## config.mk

```make
export PLATFORM = sky130hd
export DESIGN_NAME = dop_exec
export DESIGN_NICKNAME = d
export VERILOG_FILES = /design/src/rtl/dop_exec_pkg.sv /design/src/rtl/dop_decode.sv /design/src/rtl/dop_alu.sv /design/src/rtl/dop_exec.sv
export SDC_FILE = /design/constraint.sdc
export NUM_CORES = 1
export LEC_CHECK = 0
export ABC_AREA = 1
export BUFFER_PORTS_ARGS = -buffer_cell sky130_fd_sc_hd__buf_4
export CAP_MARGIN = 20
export CELL_PAD_IN_SITES_DETAIL_PLACEMENT = 0
export CELL_PAD_IN_SITES_GLOBAL_PLACEMENT = 1
export CORE_MARGIN = 4
export CORE_UTILIZATION = 37
export CTS_BUF_LIST = sky130_fd_sc_hd__clkbuf_2
export DETAILED_ROUTE_END_ITERATION = 7
export PLACE_DENSITY_LB_ADDON = 0.12
export SLEW_MARGIN = 20
export SYNTH_ARGS = -nofsm -noshare
export SYNTH_HDL_FRONTEND = slang
export SYNTH_HIERARCHICAL = 1
export SYNTH_SLANG_ARGS = --single-unit
```

## constraint.sdc

```tcl
create_clock -name clk -period 3.17 [get_ports clk]
set_clock_uncertainty 0.15 [all_clocks]
set_input_delay 0.1585 -clock clk [delete_from_list [all_inputs] [get_ports clk]]
set_output_delay 0.1585 -clock clk [all_outputs]
set_load 0.03 [all_outputs]
```

## src/rtl/dop_exec_pkg.sv

```systemverilog
package dop_exec_pkg;

    typedef enum logic [2:0] {
        K_MOV,
        K_CMP,
        K_BIT,
        K_BIC,
        K_BIS,
        K_ADD,
        K_SUB,
        K_NONE
    } op_kind_e;

    typedef enum logic {
        ST_IDLE,
        ST_SHOW
    } show_state_e;

    typedef struct packed {
        logic n;
        logic z;
        logic v;
        logic c;
    } ccode_t;

endpackage

```

## src/rtl/dop_decode.sv

```systemverilog
module dop_decode
    import dop_exec_pkg::*;
(
    input  logic [3:0] op_code,
    output op_kind_e   kind,
    output logic       is_byte,
    output logic       writes,
    output logic       is_fwd,
    output logic       is_trap
);

    always_comb begin
        kind    = K_NONE;
        is_fwd  = 1'b0;
        is_trap = 1'b0;
        unique case (op_code[2:0])
            3'd1: kind = K_MOV;
            3'd2: kind = K_CMP;
            3'd3: kind = K_BIT;
            3'd4: kind = K_BIC;
            3'd5: kind = K_BIS;
            3'd6: kind = op_code[3] ? K_SUB : K_ADD;
            3'd0: is_fwd = 1'b1;
            3'd7: begin
                is_fwd  = ~op_code[3];
                is_trap = op_code[3];
            end
            default: kind = K_NONE;
        endcase
        // word-only arithmetic ignores the size bit
        is_byte = op_code[3] && (op_code[2:0] != 3'd6) && (op_code[2:0] != 3'd7);
        writes  = (kind == K_MOV) || (kind == K_BIC) || (kind == K_BIS) ||
                  (kind == K_ADD) || (kind == K_SUB);
    end

endmodule

```

## src/rtl/dop_alu.sv

```systemverilog
module dop_alu
    import dop_exec_pkg::*;
#(
    parameter int W  = 16,
    parameter int BW = 8
) (
    input  op_kind_e       kind,
    input  logic           is_byte,
    input  logic           to_reg,
    input  logic [W-1:0]   src,
    input  logic [W-1:0]   dst,
    input  logic           c_in,
    output logic [W-1:0]   res,
    output logic           lo_only,
    output ccode_t         cc_out
);

    localparam int IW = $clog2(W);
    localparam logic [W-1:0] BYTE_MASK = W'((1 << BW) - 1);

    logic [W-1:0]  mask, s, d, t;
    logic [W:0]    sum;
    logic [IW-1:0] sb;
    logic          ss, ds, ts;

    always_comb begin
        mask = is_byte ? BYTE_MASK : '1;
        sb   = is_byte ? IW'(BW - 1) : IW'(W - 1);
        s    = src & mask;
        d    = dst & mask;
        sum  = {1'b0, s} + {1'b0, d};
        ss   = s[sb];
        ds   = d[sb];
        t    = '0;
        cc_out = '{n: 1'b0, z: 1'b0, v: 1'b0, c: c_in};
        unique case (kind)
            K_MOV: t = s;
            K_CMP: begin
                t = (s - d) & mask;
                cc_out.c = s < d;
            end
            K_BIT: t = s & d;
            K_BIC: t = d & ~s;
            K_BIS: t = d | s;
            K_ADD: begin
                t = sum[W-1:0];
                cc_out.c = sum[W];
            end
            K_SUB: begin
                t = d - s;
                cc_out.c = s > d;
            end
            default: t = '0;
        endcase
        ts = t[sb];
        cc_out.n = ts;
        cc_out.z = (t == '0);
        unique case (kind)
            K_CMP:   cc_out.v = (ss != ds) && (ts == ds);
            K_SUB:   cc_out.v = (ss != ds) && (ts == ss);
            K_ADD:   cc_out.v = (ss == ds) && (ts != ss);
            default: cc_out.v = 1'b0;
        endcase
        if (is_byte && kind == K_MOV && to_reg) begin
            res     = {{(W-BW){t[BW-1]}}, t[BW-1:0]};
            lo_only = 1'b0;
        end else begin
            res     = t;
            lo_only = is_byte;
        end
    end

endmodule

```

## src/rtl/dop_exec.sv

```systemverilog
module dop_exec
    import dop_exec_pkg::*;
#(
    parameter int W  = 16,
    parameter int BW = 8,
    parameter int SW = 3
) (
    input  logic          clk,
    input  logic          rst_n,
    input  logic          in_valid,
    input  logic [3:0]    op_code,
    input  logic [SW-1:0] sub_sel_i,
    input  logic [W-1:0]  src_i,
    input  logic [W-1:0]  dst_i,
    input  logic          dst_is_reg,
    input  logic          ccw_en,
    input  logic [3:0]    ccw_data,
    output logic          out_valid,
    output logic [W-1:0]  result_o,
    output logic          result_we,
    output logic          result_lo_only,
    output logic [3:0]    cc_o,
    output logic          trap_o,
    output logic          fwd_o,
    output logic [SW-1:0] fwd_sel_o
);

    show_state_e state_q, state_d;
    op_kind_e    kind;
    logic        is_byte, writes, is_fwd, is_trap, lo_only;
    logic [W-1:0] alu_res;
    ccode_t      cc_q, alu_cc;

    dop_decode u_dec (
        .op_code (op_code),
        .kind    (kind),
        .is_byte (is_byte),
        .writes  (writes),
        .is_fwd  (is_fwd),
        .is_trap (is_trap)
    );

    dop_alu #(.W(W), .BW(BW)) u_alu (
        .kind    (kind),
        .is_byte (is_byte),
        .to_reg  (dst_is_reg),
        .src     (src_i),
        .dst     (dst_i),
        .c_in    (cc_q.c),
        .res     (alu_res),
        .lo_only (lo_only),
        .cc_out  (alu_cc)
    );

    always_comb begin
        unique case (state_q)
            ST_IDLE: state_d = in_valid ? ST_SHOW : ST_IDLE;
            ST_SHOW: state_d = in_valid ? ST_SHOW : ST_IDLE;
            default: state_d = ST_IDLE;
        endcase
    end

    always_ff @(posedge clk) begin
        if (!rst_n) state_q <= ST_IDLE;
        else        state_q <= state_d;
    end

    always_ff @(posedge clk) begin
        if (!rst_n) begin
            cc_q           <= '0;
            result_o       <= '0;
            result_we      <= 1'b0;
            result_lo_only <= 1'b0;
            trap_o         <= 1'b0;
            fwd_o          <= 1'b0;
            fwd_sel_o      <= '0;
        end else begin
            result_o       <= alu_res;
            result_we      <= in_valid && writes;
            result_lo_only <= in_valid && writes && lo_only;
            trap_o         <= in_valid && is_trap;
            fwd_o          <= in_valid && is_fwd;
            fwd_sel_o      <= sub_sel_i;
            if (ccw_en)
                cc_q <= ccw_data;
            else if (in_valid && !is_fwd && !is_trap)
                cc_q <= alu_cc;
        end
    end

    assign out_valid = (state_q == ST_SHOW);
    assign cc_o      = cc_q;

endmodule

```

==> summary.md, run 1 <==
| Metric | Value |
|---|---|
| Final wirelength | `20640 um` |
| Sequential area share after synthesis | `0.1093` |
| Half-perimeter wire length after placement | `17470 um` |
| FF-to-FF path depth | `6` |
| Data arrival time of the critical path | `3140 ps` |
| Mean post-synth cell area | `5.875 um2` |
| Result of the run | `finished, final reports clean` |
| Final std cell area, no fill | `0.006857 mm2` |
| Part of the cycle the worst path needs | `0.9354` |
| Setup repair after global routing missed its margin | `no` |
| Clock insertion delay at the later pin of the skew report | `380 ps` |
| Final number of setup-violating endpoints | `0` |
| Synth Instances | `873` |
| Wire length of the first global-routing pass | `32200 um` |
| Number of maximum-capacitance violations | `0` |
| Total grt overflow | `0` |
| Placed cell count | `1204` |
| Kind of end point of the critical path | `register` |
| Static Leakage | `0.003875 uW` |
| Pwr Density | `289.2 mW/mm2` |
| Reg2Reg Launch Point | `cc_o[0]$_SDFFE_PN0P_` |
| Vertical die dimension | `125.7 um` |
| Slew HR | `0.3027` |
| Critical setup path kind | `primary input to register` |
| Startpoint of the tightest hold check path | `src_i[3]` |
| Register bit count reported by yosys | `28` |
| Count of cell types in the netlist | `52` |
| Endpoint of the worst hold-timing path | `result_o[3]$_SDFF_PN0_` |
| Drt first pass iters | `5` |
| Measured slew at the worst slew-check pin | `1042 ps` |
| Number of buffers added for setup after CTS | `0` |
| Minimum setup slack after placement | `-244.2 ps` |
| Clock slew at reported path FFs | `260 ps` |
| Worst hold path depth | `5` |
| Top-area cell type share of the netlist area | `0.1866` |
| Final hold violations | `0` |
| Final nets | `1172` |
| Placed standard-cell area | `0.006536 mm2` |
| Vias per inst | `5.082` |
| Area of the mapped netlist | `0.005129 mm2` |
| Kind of start point of the critical path | `primary input` |
| Weighted congestion reported at the end of routability-driven placement | `1.020` |
| Core area | `0.01340 mm2` |
| Number of standard cells in the layout, taps in and fillers out | `1233` |
| Largest driver fanout on the critical path | `8` |
| CP Data Required Time | `3350 ps` |
| DRC Markers | `0` |
| Number of warnings issued by yosys | `6` |
| Number of H-tree levels | `1` |
| Count of standard-cell rows | `42` |
| Area growth syn-to-layout | `33.69%` |
| CTS max path bufs | `2` |
| Min Tclk post-route | `2965 ps` |
| Final cell utilization of the core | `0.5117` |
| Top Ports | `76` |
| Final-report max-slew violation count | `0` |
| Setup slack of the critical path after layout | `204.7 ps` |
| Most instantiated flip-flop cell in the synthesis netlist | `sky130_fd_sc_hd__dfxtp_1` |
| Root Buffer Master | `sky130_fd_sc_hd__clkbuf_2` |
| Worst VDD drop | `0.0002064 V` |
| Leading cell type in the layout, fill and taps excluded | `sky130_fd_sc_hd__nand2_1` |
| ANT nets after route | `0` |
| Initial drt markers | `414` |
| Fraction of layout instances using a drive strength above 1 | `0.2356` |
| R2R setup slack | `2140 ps` |
| Initial standard-cell utilization of the core | `0.3827` |
| Detailed-route wire length on metal 1 | `9289 um` |
| TritonCTS clock tree | `done` |
| Area leader, netlist | `sky130_fd_sc_hd__nand2_1` |
| CTS sink count | `28` |
| Post-synthesis async set-or-reset flop share | `0` |
| Achievable clock frequency | `337.2 MHz` |
| Top routing layer in use | `met4` |
| Die area | `0.01581 mm2` |
| Total clock buffers created by CTS | `3` |
| Count of input and output buffers | `75` |
| Detail Route met2 WL | `9561 um` |
| Width of the die | `125.7 um` |
| Wire length per cell after detailed routing | `16.74 um` |
| Vias after detailed routing | `6266` |
| Top library cells by usage in the layout, fill and taps aside | `sky130_fd_sc_hd__nand2_1 (253), sky130_fd_sc_hd__buf_4 (176), sky130_fd_sc_hd__inv_1 (133), sky130_fd_sc_hd__nand3_1 (80), sky130_fd_sc_hd__nor2_1 (75)` |
| Via count of the first global-routing pass | `6174` |
| Net count after synthesis | `987` |
| Number of antenna violations at the first check in global routing | `0` |
| Reg2Reg Capture Point | `cc_o[0]$_SDFFE_PN0P_` |
| Hold Slack | `55.90 ps` |
| Worst hold path type | `primary input to register` |
| Total track usage | `0.2532` |
| Maximum number of pins on one net before global-route repair | `25` |
| EDFF count, synth | `0` |
| Detailed-routed wire length on met3 | `1044 um` |
| Number of antenna cells inserted | `0` |
| Crit path launch | `op_code[1]` |
| Top cells by area, synth | `sky130_fd_sc_hd__nand2_1 (19%), sky130_fd_sc_hd__ha_1 (15%), sky130_fd_sc_hd__dfxtp_1 (11%), sky130_fd_sc_hd__inv_1 (9.7%), sky130_fd_sc_hd__nand3_1 (7.8%)` |
-- report_power, final --
group | total (uW) | internal [uW] | switching, uW
logic | 1370 | 544 | 822
registers | 398 | 387 | 11.2
clock network | 219 | 108 | 110
total | 1980 | 1040 | 944
-- timing repair --
item,CTS,global route
setup endpoints to repair,0,2
hold endpoints to repair,28,0
resized for setup,0,9
hold buffers,25,0
-- worst max-delay path: stages --
cell                      delay, ps
sky130_fd_sc_hd__buf_4          110
sky130_fd_sc_hd__buf_4          140
sky130_fd_sc_hd__nor2_1         150
sky130_fd_sc_hd__nor2_1          60
sky130_fd_sc_hd__nand2_1         80
sky130_fd_sc_hd__inv_1           60
sky130_fd_sc_hd__nor2_1         780
sky130_fd_sc_hd__inv_1          390
sky130_fd_sc_hd__o32ai_1        390
sky130_fd_sc_hd__a21oi_1        110
sky130_fd_sc_hd__nand3_1        180
sky130_fd_sc_hd__nor2_1          70
sky130_fd_sc_hd__nand2_1        140
sky130_fd_sc_hd__nor2_2          60
sky130_fd_sc_hd__nand2_2         50
sky130_fd_sc_hd__nand2_1         40
sky130_fd_sc_hd__a21oi_1        100
sky130_fd_sc_hd__nor2_1          50
-- flip-flops by register name, summed over array words and instances (netlist names) --
name            flops
fwd_sel_o           3
result_we           1
fwd_o               1
cc_o                4
out_valid           1
trap_o              1
result_lo_only      1
result_o           16
-- kinds of logic (layout without fill, tap and decap cells) --
group	count (synthesis)	in the layout	synth area share
compound gates	111	111	0.1342
xor+xnor	16	16	0.02732
fa+ha+maj	66	66	0.1654
buf+inv	170	354	0.1395
flops	28	28	0.1093
simple gates	482	482	0.4243
-- layout make-up --
| cell class | count | area (um2) |
|---|---|---|
| Clock buffer | 3 | 15.01 |
| Clock inverter | 1 | 30.03 |
| Fill cell | 1451 | 6544 |
| Inverter | 147 | 554.3 |
| Multi-Input combinational cell | 675 | 3874 |
| Sequential cell | 28 | 560.5 |
| Tap cell | 176 | 220.2 |
| Timing Repair Buffer | 203 | 1603 |
-- routing by layer --
layer,global-route usage,vias up
met4,0.08013,0
li1,-,3136
met2,0.4330,186
met3,0.03218,46
met1,0.3320,2898
met5,0,-
-- cells in the mapped netlist, types with 2 or more instances --
cell type and n:
sky130_fd_sc_hd__nand2_1 255, sky130_fd_sc_hd__inv_1 133, sky130_fd_sc_hd__nand3_1 80, sky130_fd_sc_hd__nor2_1 77
sky130_fd_sc_hd__ha_1 63, sky130_fd_sc_hd__a21oi_1 47, sky130_fd_sc_hd__dfxtp_1 28, sky130_fd_sc_hd__o21ai_0 16
sky130_fd_sc_hd__inv_2 12, sky130_fd_sc_hd__nand4_1 12, sky130_fd_sc_hd__xor2_1 12, sky130_fd_sc_hd__a31oi_1 10
sky130_fd_sc_hd__nand3_2 10, sky130_fd_sc_hd__buf_2 9, sky130_fd_sc_hd__buf_4 9, sky130_fd_sc_hd__nand2_2 8
sky130_fd_sc_hd__nor2_2 8, sky130_fd_sc_hd__nor3_1 8, sky130_fd_sc_hd__nor2_4 7, sky130_fd_sc_hd__o22ai_1 6
sky130_fd_sc_hd__o2111ai_1 5, sky130_fd_sc_hd__o211ai_1 5, sky130_fd_sc_hd__o21bai_1 5, sky130_fd_sc_hd__buf_6 4
sky130_fd_sc_hd__or2_2 4, sky130_fd_sc_hd__xnor2_1 4, sky130_fd_sc_hd__and2_1 3, sky130_fd_sc_hd__fa_1 3
sky130_fd_sc_hd__a21o_1 2, sky130_fd_sc_hd__a21oi_4 2, sky130_fd_sc_hd__a22oi_1 2, sky130_fd_sc_hd__nand3b_1 2
sky130_fd_sc_hd__o21ai_1 2, sky130_fd_sc_hd__o32ai_1 2
-- per-stage QoR --
step                      power, uW  TNS [ps]
final                          1983         0
after global routing           2138         0
after CTS                      1977         0
after detailed placement       1727    -693.0
after global placement         1714    -601.2
after floorplan                1177         0
-- worst max-delay path by stage --
stage                                       to  cells after the start  slack, ps
after global routing      cc_o[2]$_SDFFE_PN0P_                     27         20
after CTS                 cc_o[2]$_SDFFE_PN0P_                     19        160
after detailed placement  cc_o[0]$_SDFFE_PN0P_                     21       -240
final                     cc_o[2]$_SDFFE_PN0P_                     18        200
after floorplan           cc_o[2]$_SDFFE_PN0P_                     26        200
after global placement    cc_o[0]$_SDFFE_PN0P_                     21       -270
(Power assumes the default switching activity.)
==> run 2: changes to the inputs <==
==> constraint.sdc (replaced) <==
create_clock -name clk -period 3.17 [get_ports clk]
set_clock_uncertainty 0.15 [all_clocks]
set_input_delay 0.634 -clock clk [delete_from_list [all_inputs] [get_ports clk]]
set_output_delay 0.634 -clock clk [all_outputs]
set_load 0.03 [all_outputs]
==> summary.md, run 2 (synthesized netlist as in run 1, its figures left out) <==
| Metric | Value |
|---|---|
| Result of the run | `finished, final reports clean (unchanged)` |
| ANT nets after route | `0 (unchanged)` |
| Fraction of layout instances using a drive strength above 1 | `0.3472 (was 0.2356)` |
| Count of standard-cell rows | `42 (unchanged)` |
| CP Data Required Time | `3380 ps (was 3350 ps)` |
| Maximum number of pins on one net before global-route repair | `25 (unchanged)` |
| Clock insertion delay at the later pin of the skew report | `390 ps (was 380 ps)` |
| Biggest register | `result_o (unchanged)` |
| Achievable clock frequency | `317.3 MHz (was 337.2 MHz)` |
| Kind of end point of the critical path | `register (unchanged)` |
| Number of fill cells in the layout | `1374 (was 1451)` |
| PnR Total Power | `2169 uW (was 1983 uW)` |
| Vertical die dimension | `125.7 um (unchanged)` |
| Number of antenna violations at the first check in global routing | `1 (was 0)` |
| Crit-path most repeated cell | `sky130_fd_sc_hd__nor2_1 (unchanged)` |
| Wire length per cell after detailed routing | `16.05 um (was 16.74 um)` |
| Initial drt markers | `526 (was 414)` |
| Setup repair after global routing missed its margin | `yes (was no)` |
| Final wirelength | `21010 um (was 20640 um)` |
| CTS max path bufs | `2 (unchanged)` |
| Slew HR | `0.7215 (was 0.3027)` |
| Final cell utilization of the core | `0.5666 (was 0.5117)` |
| Vias per inst | `4.988 (was 5.082)` |
| Number of buffer and inverter stages on the critical path | `6 (was 4)` |
| Part of the cycle the worst path needs | `0.9943 (was 0.9354)` |
| CTS sink count | `28 (unchanged)` |
| Number of H-tree levels | `1 (unchanged)` |
| Top Ports | `76 (unchanged)` |
| Root Buffer Master | `sky130_fd_sc_hd__clkbuf_2 (unchanged)` |
| Via count of the first global-routing pass | `6447 (was 6174)` |
| Top library cells by usage in the layout, fill and taps aside | `sky130_fd_sc_hd__buf_4 (276), sky130_fd_sc_hd__nand2_1 (243), sky130_fd_sc_hd__inv_1 (126), sky130_fd_sc_hd__nand3_1 (80), sky130_fd_sc_hd__nor2_1 (61) (was sky130_fd_sc_hd__nand2_1 (253), sky130_fd_sc_hd__buf_4 (176), sky130_fd_sc_hd__inv_1 (133), sky130_fd_sc_hd__nand3_1 (80), sky130_fd_sc_hd__nor2_1 (75))` |
| Initial standard-cell utilization of the core | `0.3827 (unchanged)` |
| TritonCTS clock tree | `done (unchanged)` |
| Largest driver fanout on the critical path | `8 (unchanged)` |
| Worst hold path type | `primary input to register (unchanged)` |
| Final nets | `1247 (was 1172)` |
| Static Leakage | `0.004294 uW (was 0.003875 uW)` |
| Area of all sequential standard cells | `560.5 um2 (unchanged)` |
| Pwr Density | `285.7 mW/mm2 (was 289.2 mW/mm2)` |
| DRC Markers | `0 (unchanged)` |
| Count of input and output buffers | `75 (unchanged)` |
| Core area | `0.01340 mm2 (unchanged)` |
| Final hold violations | `0 (unchanged)` |
| Total clock buffers created by CTS | `3 (unchanged)` |
| Maximum cell stage delay along the critical path | `230 ps (was 780 ps)` |
| Area growth syn-to-layout | `48.04% (was 33.69%)` |
| Total grt overflow | `0 (unchanged)` |
| Kind of start point of the critical path | `primary input (unchanged)` |
| Drt first pass iters | `6 (was 5)` |
| Weighted congestion reported at the end of routability-driven placement | `0.9864 (was 1.020)` |
| Total track usage | `0.2600 (was 0.2532)` |
| Half-perimeter wire length after placement | `18050 um (was 17470 um)` |
| Min Tclk post-route | `3152 ps (was 2965 ps)` |
| Measured slew at the worst slew-check pin | `417.7 ps (was 1042 ps)` |
| Area occupied by multi-input gates | `0.004095 mm2 (was 0.003874 mm2)` |
| Number of maximum-capacitance violations | `0 (unchanged)` |
| Max stage delay cell, worst path | `sky130_fd_sc_hd__ha_1 (was sky130_fd_sc_hd__nor2_1)` |
| Critical setup path kind | `primary input to register (unchanged)` |
| Number of standard cells in the layout, taps in and fillers out | `1309 (was 1233)` |
| Placed cell count | `1300 (was 1204)` |
| Die area | `0.01581 mm2 (unchanged)` |
| Clock slew at reported path FFs | `260 ps (about the same)` |
| Vias after detailed routing | `6529 (was 6266)` |
| Worst path top cell family by delay | `simple AND/OR/NAND/NOR gates (unchanged)` |
| Max FFs per register | `16 (unchanged)` |
| Wire length of the first global-routing pass | `33260 um (was 32200 um)` |
| Final number of setup-violating endpoints | `0 (unchanged)` |
| Data arrival time of the critical path | `3360 ps (was 3140 ps)` |
| Width of the die | `125.7 um (unchanged)` |
| Final-report max-slew violation count | `0 (unchanged)` |
| Worst VDD drop | `0.0001920 V (was 0.0002064 V)` |
| Leading cell type in the layout, fill and taps excluded | `sky130_fd_sc_hd__buf_4 (was sky130_fd_sc_hd__nand2_1)` |
[run 2: per-layer routing]
| layer | part of all wire | track usage | routed length [um] |
|---|---|---|---|
| met5 | 0 | 0 | 0 |
| met4 | 0.037 | 0.07066 | 774 |
| met3 | 0.055 | 0.03345 | 1162 |
| met2 | 0.48 | 0.4622 | 10040 |
| met1 | 0.43 | 0.3311 | 9033 |
[run 2: layout make-up]
| type | count | area share |
|---|---|---|
| antenna | 1 | 0.0003296 |
| clock buffer | 3 | 0.001978 |
| clock inverter | 1 | 0.003955 |
| inverter | 147 | 0.07399 |
| multi-input combinational | 675 | 0.5394 |
| sequential | 28 | 0.07383 |
| tap | 176 | 0.02900 |
| timing repair buffer | 278 | 0.2775 |
[run 2: stage by stage]
stage	hold slack [ps]	instance area [um2]	TNS [ps]	worst slack (ps)
5_1_grt	225.7	7592	-403.8	-186.7
2_1_floorplan	510.3	5245	0	6.227
6_report	265.7	7592	0	18.17
4_1_cts	252.1	7430	0	16.92
3_3_place_gp	377.0	7348	-3110	-572.9
3_5_place_dp	387.3	7348	-3425	-543.1
[run 2: final timing paths]
| check | startpoint | to | slack (ps) | cells past startpoint |
|---|---|---|---|---|
| max | op_code[1] | cc_o[2]$_SDFFE_PN0P_ | 20 | 25 |
| min | sub_sel_i[0] | fwd_sel_o[0]$_SDFF_PN0_ | 270 | 3 |
| max reg2reg | cc_o[0]$_SDFFE_PN0P_ | cc_o[0]$_SDFFE_PN0P_ | 2100 | 6 |
| min reg2reg | cc_o[3]$_SDFFE_PN0P_ | cc_o[3]$_SDFFE_PN0P_ | 410 | 4 |
[run 2: worst register-to-register path, cell delays in order (launching register included)]
cell,delay (ps)
sky130_fd_sc_hd__dfxtp_1,400
sky130_fd_sc_hd__nand2_1,90
sky130_fd_sc_hd__nand3_1,80
sky130_fd_sc_hd__nand2_1,70
sky130_fd_sc_hd__nand2_1,50
sky130_fd_sc_hd__a21oi_1,110
sky130_fd_sc_hd__nor2_1,60
[run 2: timing repair]
action	4_1_cts	5_1_grt
hold buffers	0	0
pin swaps	1	9
setup endpoints to repair	3	4
gates cloned	0	0
resized for setup	10	34
setup buffers	0	4
[run 2: report_power, final]
part | internal [uW] | leakage (uW) | total (uW) | switching, uW
clock | 108 | 0.0000266 | 217 | 109
combinational | 679 | 0.00404 | 1550 | 875
sequential | 387 | 0.000231 | 398 | 11.0
total | 1170 | 0.00429 | 2170 | 995
==> run 3: changes to the inputs <==
--- a/config.mk
+++ b/config.mk
@@ -10,6 +10,7 @@
 export CAP_MARGIN = 20
 export CELL_PAD_IN_SITES_DETAIL_PLACEMENT = 0
 export CELL_PAD_IN_SITES_GLOBAL_PLACEMENT = 1
+export CORE_ASPECT_RATIO = 0.75
 export CORE_MARGIN = 4
 export CORE_UTILIZATION = 37
 export CTS_BUF_LIST = sky130_fd_sc_hd__clkbuf_2
==> summary.md, run 3 (synthesized netlist as in run 1, its figures left out) <==
| Metric | Value |
|---|---|
| Drt first pass iters | `7 (was 6)` |
| Half-perimeter wire length after placement | `18810 um (was 18050 um)` |
| Max FFs per register | `16 (unchanged)` |
| Vias after detailed routing | `6656 (was 6529)` |
| Area of all sequential standard cells | `560.5 um2 (unchanged)` |
| CTS max path bufs | `2 (unchanged)` |
| Count of input and output buffers | `75 (unchanged)` |
| Worst hold path depth | `3 (unchanged)` |
| Area occupied by multi-input gates | `0.004290 mm2 (was 0.004095 mm2)` |
| Biggest register | `result_o (unchanged)` |
| Sequential power share | `0.174 (was 0.183)` |
| Placed standard-cell area | `0.007387 mm2 (was 0.007348 mm2)` |
| Met1 routing resource usage after global routing | `0.4053 (was 0.3311)` |
| Maximum number of pins on one net before global-route repair | `25 (unchanged)` |
| ANT nets after route | `0 (unchanged)` |
| Clock slew at reported path FFs | `270 ps (was 260 ps)` |
| Routing usage on met2 | `0.4296 (was 0.4622)` |
| Top Ports | `76 (unchanged)` |
| CTS sink count | `28 (unchanged)` |
| Number of fill cells in the layout | `1337 (was 1374)` |
| Kind of end point of the critical path | `register (unchanged)` |
| Critical setup path kind | `primary input to register (unchanged)` |
| Total clock buffers created by CTS | `3 (unchanged)` |
| Switching power share of the total | `0.4695 (was 0.4587)` |
| Area growth syn-to-layout | `53.65% (was 48.04%)` |
| DRC Markers | `0 (unchanged)` |
| Min Tclk post-route | `3210 ps (was 3152 ps)` |
| Hold Buf Count CTS | `0 (unchanged)` |
| Pwr Density | `289.0 mW/mm2 (was 285.7 mW/mm2)` |
| TritonCTS clock tree | `done (unchanged)` |
| Width of the die | `143.9 um (was 125.7 um)` |
| Initial standard-cell utilization of the core | `0.3860 (was 0.3827)` |
| Count of standard-cell rows | `36 (was 42)` |
| Data arrival time of the critical path | `3410 ps (was 3360 ps)` |
| Number of standard cells in the layout, taps in and fillers out | `1301 (was 1309)` |
| Number of antenna violations at the first check in global routing | `0 (was 1)` |
| Result of the run | `complete, but fails checks (was finished, final reports clean)` |
| Final wirelength | `22160 um (was 21010 um)` |
| Final-report max-slew violation count | `0 (unchanged)` |
| Minimum setup slack after placement | `-674.4 ps (was -543.1 ps)` |
| Final std cell area, no fill | `0.007880 mm2 (was 0.007592 mm2)` |
| Worst hold path type | `primary input to register (unchanged)` |
| Measured slew at the worst slew-check pin | `846.9 ps (was 417.7 ps)` |
| Weighted congestion reported at the end of routability-driven placement | `0.9932 (was 0.9864)` |
| FF-to-FF path depth | `6 (unchanged)` |
| Combinational share of power | `0.729 (was 0.716)` |
| Wire length per cell after detailed routing | `17.03 um (was 16.05 um)` |
| Met3 capacity usage during global routing | `0.04522 (was 0.03345)` |
| Leading cell type in the layout, fill and taps excluded | `sky130_fd_sc_hd__buf_4 (unchanged)` |
| Kind of start point of the critical path | `primary input (unchanged)` |
| Core area | `0.01329 mm2 (was 0.01340 mm2)` |
| Switching Power | `1069 uW (was 994.9 uW)` |
| Root Buffer Master | `sky130_fd_sc_hd__clkbuf_2 (unchanged)` |
| Total track usage | `0.2752 (was 0.2600)` |
| Total grt overflow | `0 (unchanged)` |
| Static Leakage | `0.004376 uW (was 0.004294 uW)` |
| Failing checks | `negative setup slack` |
| Die area | `0.01583 mm2 (was 0.01581 mm2)` |
| Largest driver fanout on the critical path | `6 (was 8)` |
| Setup repair after global routing missed its margin | `yes (unchanged)` |
| Wire length of the first global-routing pass | `33720 um (was 33260 um)` |
| Clock insertion delay at the later pin of the skew report | `380 ps (was 390 ps)` |
| Final nets | `1245 (was 1247)` |
| Fraction of layout instances using a drive strength above 1 | `0.3850 (was 0.3472)` |
| Via count of the first global-routing pass | `6443 (was 6447)` |
| Final cell utilization of the core | `0.5930 (was 0.5666)` |
| Cell internal pwr | `1208 uW (was 1174 uW)` |
| Vertical die dimension | `110.0 um (was 125.7 um)` |
| Number of antenna cells inserted | `0 (was 1)` |
| Achievable clock frequency | `311.5 MHz (was 317.3 MHz)` |
| Clock share of power | `0.097 (was 0.100)` |
| Setup slack of the critical path after layout | `-40.09 ps (was 18.17 ps)` |
| Vias per inst | `5.116 (was 4.988)` |
| CP Data Required Time | `3370 ps (was 3380 ps)` |
| Initial drt markers | `574 (was 526)` |
| Part of the cycle the worst path needs | `1.013 (was 0.9943)` |
| Number of H-tree levels | `1 (unchanged)` |
| Placed cell count | `1291 (was 1300)` |
| Slew HR | `0.4333 (was 0.7215)` |
| Most congested layer reported by global routing | `met2 (unchanged)` |
| Final hold violations | `0 (unchanged)` |
| Number of maximum-capacitance violations | `0 (unchanged)` |
| Final number of setup-violating endpoints | `1 (was 0)` |
| Worst VDD drop | `0.0001869 V (was 0.0001920 V)` |
| Top library cells by usage in the layout, fill and taps aside | `sky130_fd_sc_hd__buf_4 (258), sky130_fd_sc_hd__nand2_1 (231), sky130_fd_sc_hd__inv_1 (118), sky130_fd_sc_hd__nand3_1 (71), sky130_fd_sc_hd__ha_1 (54) (was sky130_fd_sc_hd__buf_4 (276), sky130_fd_sc_hd__nand2_1 (243), sky130_fd_sc_hd__inv_1 (126), sky130_fd_sc_hd__nand3_1 (80), sky130_fd_sc_hd__nor2_1 (61))` |
==> run 3: worst max-delay path, stage by stage <==
cell                       delay, ps
sky130_fd_sc_hd__buf_6           100
sky130_fd_sc_hd__nand2_2          70
sky130_fd_sc_hd__inv_2            50
sky130_fd_sc_hd__nor2_4          170
sky130_fd_sc_hd__clkinv_4        140
sky130_fd_sc_hd__buf_6           150
sky130_fd_sc_hd__nand2_4          70
sky130_fd_sc_hd__inv_4            40
sky130_fd_sc_hd__ha_4            300
sky130_fd_sc_hd__buf_6           140
sky130_fd_sc_hd__inv_6            40
sky130_fd_sc_hd__nor2_4          140
sky130_fd_sc_hd__buf_6           140
sky130_fd_sc_hd__a21oi_2          60
sky130_fd_sc_hd__buf_4           150
sky130_fd_sc_hd__nand2_1          60
sky130_fd_sc_hd__nand2_1          70
sky130_fd_sc_hd__nand3_2          60
sky130_fd_sc_hd__nand2_2          80
sky130_fd_sc_hd__nor2_4          140
sky130_fd_sc_hd__nand2_1          70
sky130_fd_sc_hd__nor2_1          110
sky130_fd_sc_hd__nand2_1          80
sky130_fd_sc_hd__nor2_2          110
sky130_fd_sc_hd__nand2_2          50
sky130_fd_sc_hd__nand2_1          60
sky130_fd_sc_hd__a21oi_1          40
sky130_fd_sc_hd__nor2_1           90
==> run 3: layout make-up <==
class / count / share of cell area
sequential: 28 / 0.07113
multi-input combinational: 675 / 0.5445
tap: 171 / 0.02715
clock buffer: 3 / 0.001905
timing repair buffer: 276 / 0.2793
inverter: 147 / 0.07225
clock inverter: 1 / 0.003811
==> run 3: layer usage <==
layer	vias up	share of wire	wire, um
met5	-	0	0
met4	0	0.013	282
met3	28	0.077	1701
met2	242	0.44	9676
met1	3084	0.47	10500
li1	3302	-	-
==> run 3: path summary, 6_finish.rpt <==
| path | start | to | slack [ps] |
|---|---|---|---|
| worst max-delay path | op_code[2] | cc_o[2]$_SDFFE_PN0P_ | -40 |
| worst min-delay path | sub_sel_i[2] | fwd_sel_o[2]$_SDFF_PN0_ | 250 |
| worst max register to register | cc_o[0]$_SDFFE_PN0P_ | cc_o[0]$_SDFFE_PN0P_ | 2110 |
| worst min register to register | cc_o[1]$_SDFFE_PN0P_ | cc_o[1]$_SDFFE_PN0P_ | 420 |
==> run 3: power by group through the flow <==
stage | logic, uW | clock network, uW | registers, uW
finish | 1660 | 220 | 397
global route | 1790 | 243 | 401
CTS | 1530 | 228 | 398
detailed placement | 1500 | 0 | 405
global placement | 1480 | 0 | 404
floorplan | 732 | 0 | 473
==> run 3: repair_timing <==
item | CTS | global route
gates resized for setup | 18 | 93
endpoints found under the setup margin | 3 | 4
pin swaps | 11 | 43
setup buffers | 1 | 5
==> run 3: through the flow <==
stage          setup TNS, ps  total power, uW  hold slack (ps)
3_3_place_gp           -4655             1888            381.8
2_1_floorplan              0             1204            510.3
5_1_grt               -404.3             2434            197.5
3_5_place_dp           -4627             1904            385.5
6_report              -40.09             2278            247.3
4_1_cts                    0             2153            224.3
